===== src/rtl/boot_cmd_decoder.sv =====
module boot_cmd_decoder #(
  parameter int BLK_W = 12,
  parameter logic [BLK_W-1:0] DENS_MASK = 12'h800
) (
  input  logic             clk,
  input  logic             rst_n,
  input  logic             wr_en,
  input  logic [15:0]      wr_addr,
  input  logic [15:0]      wr_data,
  input  logic             pg_wr,
  input  logic [7:0]       pg_wdata,
  input  logic [15:0]      blk_addr,
  input  logic [7:0]       mfr_id,
  input  logic [7:0]       dev_id,
  input  logic [15:0]      prot_status,
  input  logic             eng_rdy,
  output logic             load_req,
  output logic [BLK_W+7:0] load_sec,
  output logic [7:0]       page_addr,
  output logic             warm_rst,
  output logic             load_armed,
  output logic [47:0]      id_words
);
  localparam logic [15:0] LOW_WIN_END  = 16'h01FF;
  localparam logic [15:0] HIGH_WIN_BEG = 16'h8000;
  localparam logic [15:0] HIGH_WIN_END = 16'h800F;
  localparam logic [15:0] OP_ARM   = 16'h00E0;
  localparam logic [15:0] OP_GO    = 16'h0000;
  localparam logic [15:0] OP_RESET = 16'h00F0;
  localparam logic [15:0] OP_IDENT = 16'h0090;

  logic             in_win, hit, confirm, do_arm, do_rst, do_id;
  logic             pend;
  logic [BLK_W-1:0] blk_field;

  assign in_win = (wr_addr <= LOW_WIN_END) ||
                  (wr_addr >= HIGH_WIN_BEG && wr_addr <= HIGH_WIN_END);
  assign hit     = wr_en && in_win;
  assign confirm = hit && load_armed && (wr_data == OP_GO);
  assign do_arm  = hit && !load_armed && (wr_data == OP_ARM);
  assign do_rst  = hit && !load_armed && (wr_data == OP_RESET);
  assign do_id   = hit && !load_armed && (wr_data == OP_IDENT);

  assign blk_field = blk_addr[BLK_W-1:0] | (blk_addr[15] ? DENS_MASK : '0);
  assign load_req  = pend && eng_rdy;

  always_ff @(posedge clk or negedge rst_n) begin
    if (!rst_n) begin
      load_armed <= 1'b0;
      warm_rst   <= 1'b0;
    end else begin
      warm_rst <= do_rst;
      if (do_arm)
        load_armed <= 1'b1;
      else if (hit || do_rst)
        load_armed <= 1'b0;
    end
  end

  always_ff @(posedge clk or negedge rst_n) begin
    if (!rst_n) begin
      pend      <= 1'b0;
      load_sec  <= '0;
      page_addr <= '0;
    end else begin
      if (confirm) begin
        pend     <= 1'b1;
        load_sec <= {blk_field, page_addr};
      end else if (load_req) begin
        pend <= 1'b0;
      end
      if (pg_wr)
        page_addr <= pg_wdata;
      else if (confirm)
        page_addr <= page_addr + 8'd4;
    end
  end

  always_ff @(posedge clk or negedge rst_n) begin
    if (!rst_n)
      id_words <= '0;
    else if (do_id)
      id_words <= {8'h00, prot_status[7:0], 8'h00, dev_id, 8'h00, mfr_id};
  end
endmodule



===== config.mk =====
export PLATFORM = sky130hd
export DESIGN_NAME = boot_cmd_decoder
export DESIGN_NICKNAME = d
export VERILOG_FILES = /design/src/rtl/boot_cmd_decoder.sv
export SDC_FILE = /design/constraint.sdc
export NUM_CORES = 1
export LEC_CHECK = 0
export BUFFER_PORTS_ARGS = -buffer_cell sky130_fd_sc_hd__buf_2
export CORE_MARGIN = 1.5
export CORE_UTILIZATION = 37
export CTS_BUF_LIST = sky130_fd_sc_hd__clkbuf_16
export CTS_CLUSTER_SIZE = 30
export DETAILED_ROUTE_END_ITERATION = 7
export PLACE_DENSITY = 0.75
export SYNTH_ARGS = -nofsm -noshare
export SYNTH_HDL_FRONTEND = slang
export SYNTH_SLANG_ARGS = --single-unit

===== constraint.sdc =====
create_clock -name clk -period 2.6 [get_ports clk]
set_input_delay 0.52 -clock clk [delete_from_list [all_inputs] [get_ports clk]]
set_output_delay 0.52 -clock clk [all_outputs]
set_load 0.02 [all_outputs]

==> metrics.md <==
| Metric | Value |
|---|---|
| Pwr/cell area | `510.0 nW/um^2` |
| Clk_skew | `0.002039 ns` |
| Max VDD drop | `0.2726 mV` |
| Max Slew Vio Count | `0` |
| Final Hold Fails | `0` |
| Share of cells above drive strength 1 | `0.5743` |
| Die ar. | `7609 sq um` |
| Period utilisation layout | `0.8871` |
| Num rows | `30` |
| Critical Path AT | `2.47 ns` |
| Synth Register Bits | `55` |
| Fill count | `631` |
| Worst rel slew slack | `0.5875` |
| Final wirelength | `5398 um` |
| Avg Synthesized Cell Area | `13.00 sq um` |
| RSZ-0062 raised after global routing | `false` |
| I/O Pins | `172` |
| Max-cap check violation count | `0` |
| Clock Sinks | `55` |
| Syn Inst Count | `202` |
| DRT Pass-1 Iters | `4` |
| DRC Markers | `0` |
| Vias in the first global route | `1887` |
| Fmax | `433.6 MHz` |
| Synthesized cell area | `2625 sq um` |
| Slew @ Worst Pin | `0.6188 ns` |
| Clock Root Buffer | `clkbuf_16` |
| CP Class | `in2reg` |
| Routability Congestion | `0.7795` |
| Core footprint | `6832 sq um` |
| Final ANT Viol Nets | `0` |
| Post-CTS Setup Bufs | `0` |
| Die X | `87.23 um` |
| Hold crit path type | `in2async` |
| Initial antenna violation count | `0` |
| Setup WS post-layout | `0.2935 ns` |
| Post-cts resize count | `0` |
| Period minus WS final | `2.307 ns` |
| CTS Hold Bufs | `0` |
| Port Buffers | `132` |
| Clock slew at reported path FFs | `0.07 ns` |
| Status | `finished clean` |
| Clock Latency Late Sink | `0.28 ns` |
| CP endpoint kind | `flop` |
| First-pass GRT wire length | `8335 um` |
| WL/cell | `12.30 um` |
| CP max FO | `20` |
| Final setup violation count | `0` |
| Critical path required time | `2.77 ns` |
| DPL Wire Length | `4200 um` |
| Global route overflow | `0` |
| CTS tree | `yes` |
| Starting Density | `0.3842` |
| DR iter-0 viols | `43` |
| Vias per Instance | `4.663` |
| Clock buffer count from CTS | `5` |
| Final nets | `437` |
| Synth-to-layout area growth | `34.13%` |
| Deepest clock path buffer count | `2` |
| Startpoint Class | `input port` |
| Worst slack at placement | `-0.01700 ns` |
| Pwr Total | `1.796 mW` |
| Max H-tree Level | `2` |
| Die Ht | `87.23 um` |
| Total Routing Usage GR | `0.1408` |
| Yosys warning count | `0` |
| Antenna cells | `0` |
| Unique cell type count in the Yosys netlist | `36` |
| Pin count of the biggest net entering global routing | `31` |
| Sequential share of the synthesized area | `0.5243` |
| DR vias | `2047` |
| Leak Pwr | `1.987 nW` |
## state kept, by name, indices dropped and copies added (netlist names)
| register | count |
|---|---|
| warm_rst | 1 |
| pend | 1 |
| page_addr | 8 |
| id_words | 24 |
| load_sec | 20 |
| load_armed | 1 |
## worst paths after layout
check / startpoint / endpoint / slack (ns) / cells past startpoint
min reg2reg: id_words[22] / id_words[22] / 0.50 / 1
max: wr_addr[8] / load_sec[18] / 0.29 / 5
min in group clk: eng_rdy / pend / 0.43 / 2
max in group asynchronous: rst_n / id_words[34] / 1.69 / 2
min: rst_n / id_words[20] / 0.25 / 1
max reg2reg: load_armed / id_words[19] / 0.88 / 4
## per-stage QoR
| stage | instance area [sq um] | utilization | hold slack (ns) | TNS [ns] | instances |
|---|---|---|---|---|---|
| floorplan | 2711 | - | 0.2244 | 0 | 225 |
| global placement | 3358 | 0.4916 | 0.4645 | -0.1041 | 432 |
| detailed placement | 3358 | 0.4916 | 0.4864 | -0.1016 | 432 |
| CTS | 3521 | 0.5154 | 0.2696 | 0 | 439 |
| global route | 3521 | 0.5154 | 0.2912 | 0 | 439 |
| finish | 3521 | 0.5154 | 0.2482 | 0 | 439 |
## cell usage in the layout, fill, tap and decap left out
| cell | n |
|---|---|
| o21ai_0 | 6 |
| a21oi_1 | 2 |
| inv_1 | 4 |
| mux2i_1 | 1 |
| nor2b_1 | 3 |
| a221oi_1 | 1 |
| nor4b_1 | 1 |
| or4_4 | 1 |
| clkbuf_16 | 5 |
| nor4_1 | 4 |
| nand3_1 | 6 |
| buf_4 | 10 |
| conb_1 | 24 |
| buf_12 | 1 |
| mux2_4 | 18 |
| o41a_1 | 1 |
| a2bb2oi_1 | 1 |
| o21a_1 | 1 |
| mux2_2 | 26 |
| nand4_1 | 3 |
| a22o_1 | 2 |
| o21a_2 | 1 |
| mux2_1 | 1 |
| nor2_1 | 6 |
| bufinv_16 | 1 |
| or4_1 | 8 |
| nand3b_1 | 1 |
| clkinvlp_4 | 1 |
| a31oi_1 | 2 |
| o31ai_1 | 3 |
| ha_1 | 1 |
| nor3_1 | 1 |
| buf_2 | 132 |
| or3_1 | 2 |
| dfrtp_1 | 55 |
| nor4_4 | 1 |
| and2_1 | 1 |
| nand2_1 | 5 |
## area by class of cell
| class | count | area [sq um] | area share |
|---|---|---|---|
| Timing Repair Buffer | 143 | 755.7 | 0.2146 |
| Clock inverter | 2 | 37.54 | 0.01066 |
| Multi-Input combinational cell | 134 | 1091 | 0.3099 |
| Inverter | 4 | 15.01 | 0.004264 |
| Clock buffer | 5 | 125.1 | 0.03554 |
| Tap cell | 96 | 120.1 | 0.03412 |
| Sequential cell | 55 | 1376 | 0.3909 |
## routing by layer
| layer | track usage | share of wire | vias up |
|---|---|---|---|
| met1 | 0.1624 | 0.41 | 973 |
| li1 | - | - | 962 |
| met5 | 0 | 0 | - |
| met2 | 0.2523 | 0.50 | 110 |
| met3 | 0.03412 | 0.079 | 2 |
| met4 | 0.05195 | 0.0072 | 0 |
## Yosys cell counts
cell type / number / area share
nor4_4: 1 / 0.0081
inv_1: 4 / 0.0057
a22o_1: 2 / 0.0067
nor4b_1: 1 / 0.0033
buf_4: 24 / 0.069
o21ai_0: 6 / 0.011
or4_4: 1 / 0.0043
nor3_1: 1 / 0.0019
buf_6: 2 / 0.0086
nor2_1: 6 / 0.0086
a31oi_1: 2 / 0.0048
a2bb2oi_1: 1 / 0.0033
nor2b_1: 3 / 0.0072
or3_1: 2 / 0.0048
o41a_1: 1 / 0.0043
conb_1: 1 / 0.0014
o21a_1: 1 / 0.0029
ha_1: 1 / 0.0048
mux2_1: 1 / 0.0043
dfrtp_1: 55 / 0.52
nand4_1: 3 / 0.0072
o31ai_1: 3 / 0.0086
clkbuf_1: 3 / 0.0043
mux2_2: 26 / 0.11
a221oi_1: 1 / 0.0033
a21oi_1: 2 / 0.0038
nand3b_1: 1 / 0.0029
nor4_1: 4 / 0.0095
o21a_2: 1 / 0.0033
mux2i_1: 1 / 0.0038
or4_1: 8 / 0.023
and2_1: 1 / 0.0024
nand2_1: 5 / 0.0072
mux2_4: 18 / 0.10
buf_2: 3 / 0.0057
nand3_1: 6 / 0.011
## power breakdown
part / switching (mW) / total [mW] / internal, mW
logic: 0.112 / 0.190 / 0.0779
clock network: 0.274 / 0.723 / 0.448
registers: 0.0155 / 0.883 / 0.867
total: 0.402 / 1.80 / 1.39
## critical path: stages
cell and delay [ns]:
buf_2 0.10, or4_1 0.51, o21a_2 0.22, or4_4 0.74, mux2_4 0.37
## cells by family (layout without fill, tap and decap cells)
group           after synthesis  after routing  synth area share
compound gates               20             20           0.05243
fa+ha+maj                     1              1          0.004766
buf+inv                      36            154           0.09294
flops                        55             55            0.5243
mux                          46             46            0.2226
other cells                   1             24          0.001429
simple gates                 43             43            0.1015
Power figures use the tool's default switching activity.
